===== src/rtl/pac_hint_unit.sv =====
module pac_hint_unit #(
  parameter int PTR_W   = 64,
  parameter int WORD_W  = 32,
  parameter int CODE_LO = 48,
  parameter int SEL_BIT = 55
) (
  input  logic              clk,
  input  logic              rst_n,
  input  logic              op_valid,
  input  logic [WORD_W-1:0] op_word,
  input  logic [PTR_W-1:0]  op_ptr,
  input  logic [PTR_W-1:0]  op_mod,
  input  logic              op_key,
  output logic              busy,
  output logic              not_handled,
  output logic              cph_valid,
  output logic [PTR_W-1:0]  cph_ptr,
  output logic [PTR_W-1:0]  cph_mod,
  input  logic              rsp_valid,
  output logic              rsp_ready,
  input  logic [PTR_W-1:0]  rsp_data,
  output logic              res_valid,
  output logic [PTR_W-1:0]  res_ptr,
  output logic [4:0]        res_reg
);
  localparam int CODE_W = SEL_BIT - CODE_LO;
  localparam int CODE_HI = SEL_BIT - 1;
  localparam logic [WORD_W-1:0] W_SIGN_GEN = 32'hD503211F;
  localparam logic [WORD_W-1:0] W_AUTH_GEN = 32'hD503219F;
  localparam logic [WORD_W-1:0] W_SIGN_LS  = 32'hD503233F;
  localparam logic [WORD_W-1:0] W_AUTH_LS  = 32'hD50323BF;
  localparam logic [4:0] REG_GEN = 5'd17;
  localparam logic [4:0] REG_LS  = 5'd30;

  logic             hit, hit_auth, hit_ls;
  logic             q_auth, q_key;
  logic [4:0]       q_reg;
  logic [PTR_W-1:0] q_ptr, q_mod;

  always_comb begin
    hit = 1'b1;
    hit_auth = 1'b0;
    hit_ls = 1'b0;
    case (op_word)
      W_SIGN_GEN: ;
      W_AUTH_GEN: hit_auth = 1'b1;
      W_SIGN_LS:  hit_ls = 1'b1;
      W_AUTH_LS:  begin hit_auth = 1'b1; hit_ls = 1'b1; end
      default:    hit = 1'b0;
    endcase
  end

  wire accept = op_valid && !busy && hit;
  wire done   = busy && rsp_valid;

  wire [PTR_W-1:0] ext_ptr = {q_ptr[PTR_W-1:SEL_BIT], {CODE_W{q_ptr[SEL_BIT]}},
                              q_ptr[CODE_LO-1:0]};
  wire             canon = (&q_ptr[SEL_BIT:CODE_LO]) || !(|q_ptr[SEL_BIT:CODE_LO]);
  wire [CODE_W-1:0] sign_code = rsp_data[CODE_HI:CODE_LO] ^ {!canon, {(CODE_W-1){1'b0}}};
  wire [PTR_W-1:0] signed_ptr = {q_ptr[PTR_W-1:SEL_BIT], sign_code, q_ptr[CODE_LO-1:0]};
  wire             code_ok = rsp_data[CODE_HI:CODE_LO] == q_ptr[CODE_HI:CODE_LO];
  wire [1:0]       err_pat = q_key ? 2'b10 : 2'b01;
  wire [PTR_W-1:0] auth_ptr = code_ok ? ext_ptr :
                              {ext_ptr[PTR_W-1:SEL_BIT], err_pat, ext_ptr[CODE_HI-2:0]};

  assign cph_valid = busy;
  assign rsp_ready = busy;
  assign cph_ptr   = ext_ptr;
  assign cph_mod   = q_mod;

  always_ff @(posedge clk or negedge rst_n) begin
    if (!rst_n) begin
      busy <= 1'b0;
      not_handled <= 1'b0;
      res_valid <= 1'b0;
      res_ptr <= '0;
      res_reg <= '0;
      q_auth <= 1'b0;
      q_key <= 1'b0;
      q_reg <= '0;
      q_ptr <= '0;
      q_mod <= '0;
    end else begin
      not_handled <= op_valid && !busy && !hit;
      res_valid <= done;
      if (accept) begin
        busy <= 1'b1;
        q_auth <= hit_auth;
        q_key <= op_key;
        q_reg <= hit_ls ? REG_LS : REG_GEN;
        q_ptr <= op_ptr;
        q_mod <= op_mod;
      end else if (done) begin
        busy <= 1'b0;
        res_ptr <= q_auth ? auth_ptr : signed_ptr;
        res_reg <= q_reg;
      end
    end
  end

  p_accept_r1: assert property (@(posedge clk) disable iff (!rst_n)
    (op_valid && !busy && hit) |=> busy);
  p_flag_r2: assert property (@(posedge clk) disable iff (!rst_n)
    not_handled |-> (!busy && !res_valid));
  p_hold_r3: assert property (@(posedge clk) disable iff (!rst_n)
    (busy && !rsp_valid) |=> (busy && $stable(cph_ptr) && $stable(cph_mod)));
  p_dest_r4: assert property (@(posedge clk) disable iff (!rst_n)
    res_valid |-> (res_reg == REG_GEN || res_reg == REG_LS));
  p_done_r9: assert property (@(posedge clk) disable iff (!rst_n)
    (busy && rsp_valid) |=> (res_valid && !busy));
  p_pulse_r9: assert property (@(posedge clk) disable iff (!rst_n)
    res_valid |=> !res_valid);
endmodule


===== config.mk =====
export PLATFORM = sky130hd
export DESIGN_NAME = pac_hint_unit
export DESIGN_NICKNAME = d
export VERILOG_FILES = /design/src/rtl/pac_hint_unit.sv
export SDC_FILE = /design/constraint.sdc
export NUM_CORES = 1
export LEC_CHECK = 0
export BUFFER_PORTS_ARGS = -buffer_cell sky130_fd_sc_hd__buf_4
export CORE_AREA = 10 10 159 161
export CTS_BUF_LIST = sky130_fd_sc_hd__clkbuf_4 sky130_fd_sc_hd__clkbuf_8
export DETAILED_ROUTE_END_ITERATION = 8
export DIE_AREA = 0 0 169 171
export GPL_TIMING_DRIVEN = 0
export PLACE_DENSITY_LB_ADDON = 0.05
export SLEW_MARGIN = 20
export SYNTH_ARGS = -nofsm -noshare
export SYNTH_HDL_FRONTEND = slang
export SYNTH_SLANG_ARGS = --single-unit

===== constraint.sdc =====
create_clock -name clk -period 3.3 [get_ports clk]
set_input_delay 0.33 -clock clk [delete_from_list [all_inputs] [get_ports clk]]
set_output_delay 0.33 -clock clk [all_outputs]
set_load 0.1 [all_outputs]

After elaboration in Yosys (flattened, before gate mapping)
Index checks and enable logic that the tools add are counted.

Input bits: 229. Word-level logic and storage cells: 42. Bits in registers: 207. Output and inout port bits: 202.

Muxes and demuxes: 9. Reductions and logical operators: 16. Equal/unequal tests: 5. Bitwise logic cells: 2.

Operators with widths (number): $eq 32x32->1 const B (4); $mux 55 (2); $reduce_and 8->1 (1); $reduce_or 8->1 (1); $eq 7x7->1 (1); $xor 7x7->7 (1); $mux 1 (5); $logic_and 1x1->1 (4); $logic_not 1->1 (4); $mux 4 (1); $reduce_or 2->1 (2); $reduce_or 4->1 (1); $mux 2 (1); $reduce_and 2->1 (1); $reduce_bool 2->1 (1); $logic_or 1x1->1 (1); $not 1->1 (1).

Depth between registers and ports, before layout
Depth in word-level cells: 6. Depth in mapped cells: 7. Depth with buffers taken out: 5.

Worst setup path before layout
No wires, ideal clock.

Path type: register to register. Start point: reg busy. End point: reg q_ptr[59]. Stages on the path, launching flop included: 6. Setup time: 128 ps. Setup slack: 926 ps. Path buffers: 2. Data arrival time: 2247 ps. Clock period less this slack: 2374 ps. Path through: dfrtp_1 > nand2b_1 > nor4_4 > buf_4 > buf_2 > mux2_1.

Longest elaborated chain between the ends: 3.

RTL lines: from (decl) (line 14) `output logic busy,`; from (signal assigned) (line 73) `busy <= 1'b0;`; from (signal assigned) (line 87) `busy <= 1'b1;`; from (signal assigned) (line 94) `busy <= 1'b0;`; $logic_not 1->1 (line 53) `wire accept = op_valid && !busy && hit;`; $logic_and 1x1->1 (2 in series) (line 53); to (signal assigned) (line 91) `q_ptr <= op_ptr;`; to (decl) (line 38) `logic [PTR_W-1:0] q_ptr, q_mod;`.

No other way between the ends. A chain may end at the register's enable or synchronous reset.

Worst setup path in the final report
Start point: reg busy. End point: reg q_ptr[62].

The elaborated chain is that of the path after synthesis.

==> results.json <==
{
  "die_w_um": 169,
  "insertion_delay_ps": 510,
  "drcViolationCount": 0,
  "first_pass_iters": 6,
  "rows": 55,
  "grt.total_usage": 0.174,
  "cts_tree": "done",
  "grt_max_degree": 105,
  "relSlewSlack": 0.585,
  "start_util": 0.373,
  "fin_cells": 1289,
  "synth_cell_type_count": 35,
  "power.internal_w": 0.00402,
  "dp_hpwl_mm": 20.9,
  "grt_use_met3": 0.0842,
  "cap_viol_max_count": 0,
  "pwr-share-clk": 0.463,
  "ys_warn_count": 0,
  "core_um2": 22200,
  "utilization": 0.555,
  "dr_total_vias": 5957,
  "portBuffers": 373,
  "regToRegEndpoint": "q_ptr[62]",
  "dieArea_um2": 28900,
  "drive_gt1_frac": 0.652,
  "holdPathEnd": "q_ptr[55]",
  "finalCritPeriodShare": 0.741,
  "ir_worst_vdd_mv": 0.287,
  "grt_pass1_wl_mm": 39.3,
  "syn_area_per_cell_um2": 14.9,
  "antenna_found_initial": 1,
  "report.final.slew_viol_count": 0,
  "cts_resized": 0,
  "path_clk_slew_ps": 60,
  "nNetsFinal": 1211,
  "grt_pass1_vias": 6828,
  "syn_inst": 558,
  "comb_power_share": 0.048,
  "synthTopCellsByArea": "dfrtp_1 61%, mux2_2 18%, mux2_1 7.3%, buf_4 6.7%, xor2_1 0.63%",
  "cts_buffers": 38,
  "hold_buffers": 9,
  "hp-class": "in -> reg",
  "io_pins": 431,
  "dp.cells": 1218,
  "cts_setup_buffers": 0,
  "grt_busiest_layer": "met2",
  "hp-start": "op_ptr[55]",
  "rrSetupSlack_ps": 860,
  "rsz0062_at_grt": "no",
  "start_kind": "register",
  "setup_viol": 0,
  "timing_hold_violations_final": 0,
  "synth_area_um2": 8300,
  "worst_slew_pin_slew_ps": 622,
  "clock_sinks": 203,
  "endpoint_kind": "register",
  "drt_iter0_drc": 150,
  "cp.required_ps": 3680,
  "ctsHtreeMaxLevel": 2,
  "layout_commonest_cell": "buf_4",
  "die-height_um": 171,
  "grt_remaining_overflow": 0,
  "powerDensity_nw_per_um2": 413,
  "cp_max_fo": 10,
  "postRouteAntennaNets": 0,
  "yosys_register_bits": 203,
  "cts-root-buf": "clkbuf_8",
  "clock.fmax_mhz": 409,
  "reg2reg_from": "busy",
  "outcome": "complete, no violations",
  "gp_congestion": 0.812,
  "seqPwrFrac": 0.489,
  "syn_to_final_growth_pct": 48.8,
  "critPathKind": "reg -> reg",
  "power_w": 0.00510,
  "wl_per_cell_um": 20.3,
  "r2r.worst_path.cells": 5,
  "p_leak_nw": 6.94,
  "clockBufferDepth": 3,
  "crit_arrival_ps": 2820,
  "wl_mm": 26.2,
  "routed_via_density": 4.62,
  "yosysTopAreaCell": "dfrtp_1",
  "most-common-layout-cells": "446 x buf_4, 203 x dfrtp_1, 134 x mux2_2",
  "p_sw_w": 0.00108,
  "use_met1": 0.176,
  "period_needed_ps": 2440,
  "synth_top_cell_area_share": 0.612,
  "grt_use_met2": 0.310,
  "holdWs_ps": 39.6,
  "final.setup.tns_ps": 0,
  "syn_nets": 787,
  "holdPathStages": 2,
  "clock_skew_ps": 15.5,
  "p_sw_frac": 0.212,
  "ys_seq_area_frac": 0.612
}
per-layer routing:
| metal | share of wire | vias up |
|---|---|---|
| met5 | 0 | - |
| met4 | 0.018 | 0 |
| met3 | 0.11 | 33 |
| met2 | 0.53 | 252 |
| met1 | 0.35 | 2939 |
| li1 | - | 2733 |
critical path: stages (launching register included):
cell and delay [ps]:
dfrtp_1 500, nand2b_1 300, nor4_4 580, buf_4 310, buf_2 270, mux2_1 350
power by group through the flow:
stage	logic, W	clock network [W]	registers [W]
finish	0.000243	0.00236	0.00249
global placement	0.000223	0	0.00254
detailed placement	0.000239	0	0.00254
floorplan	0.0000131	0	0.00254
global route	0.000267	0.00258	0.00249
CTS	0.000249	0.00245	0.00249
through the flow:
step	setup slack (ps)	instance area, um2
2_1_floorplan	926	8300
5_1_grt	577	12300
3_5_place_dp	289	11500
6_report	856	12300
4_1_cts	719	12300
3_3_place_gp	336	11500
cells by family (layout without fill, tap and decap cells):
group	Yosys count	in the layout	share of synthesized area
AO/OA/AOI/OAI	24	24	0.0164
XOR/XNOR	8	8	0.00844
buffers and inverters	94	539	0.0772
flip-flops	203	203	0.612
multiplexers	189	189	0.256
other	0	1	0
AND/OR/NAND/NOR	40	40	0.0296
synth_stat cells:
| cell type | instances |
|---|---|
| mux2_2 | 134 |
| mux2_1 | 54 |
| a31oi_1 | 1 |
| nor4_4 | 1 |
| nor4b_1 | 3 |
| o41ai_1 | 1 |
| mux2i_1 | 1 |
| a21oi_1 | 10 |
| and4_1 | 1 |
| nor3_1 | 2 |
| clkinv_1 | 1 |
| buf_2 | 8 |
| inv_1 | 4 |
| o311ai_0 | 1 |
| nand3_1 | 1 |
| or2_2 | 1 |
| dfrtp_1 | 203 |
| xor2_1 | 6 |
| buf_4 | 74 |
| clkbuf_1 | 3 |
| and2_1 | 2 |
| nand2b_1 | 1 |
| xnor2_1 | 2 |
| nand4_1 | 3 |
| nand2_1 | 11 |
| o21ai_0 | 8 |
| a21o_1 | 1 |
| nor4_1 | 3 |
| nor2_1 | 5 |
| and3_1 | 2 |
| nand4b_1 | 1 |
| o31ai_1 | 1 |
| buf_1 | 4 |
| nor4bb_1 | 3 |
| o211ai_1 | 1 |
worst max path at each step:
stage | from | endpoint | slack, ps | cells past startpoint
final | busy | q_ptr[62] | 860 | 5
after CTS | busy | q_ptr[59] | 720 | 5
after global routing | busy | q_ptr[62] | 580 | 5
after floorplan | busy | q_ptr[59] | 930 | 5
after global placement | op_word[11] | q_ptr[59] | 340 | 7
after detailed placement | op_word[11] | q_ptr[59] | 290 | 7
final cells by class:
type                            instances  area (um2)
Antenna cell                            1        2.50
Buffer                                 89         622
Sequential cell                       203        5080
Clock buffer                           59         724
Multi-Input combinational cell        261        2580
Timing Repair Buffer                  384        2950
Inverter                                5        18.8
Fill cell                            1913        9880
Clock inverter                          2        10.0
Tap cell                              285         357
Power figures use the tool's default switching activity.
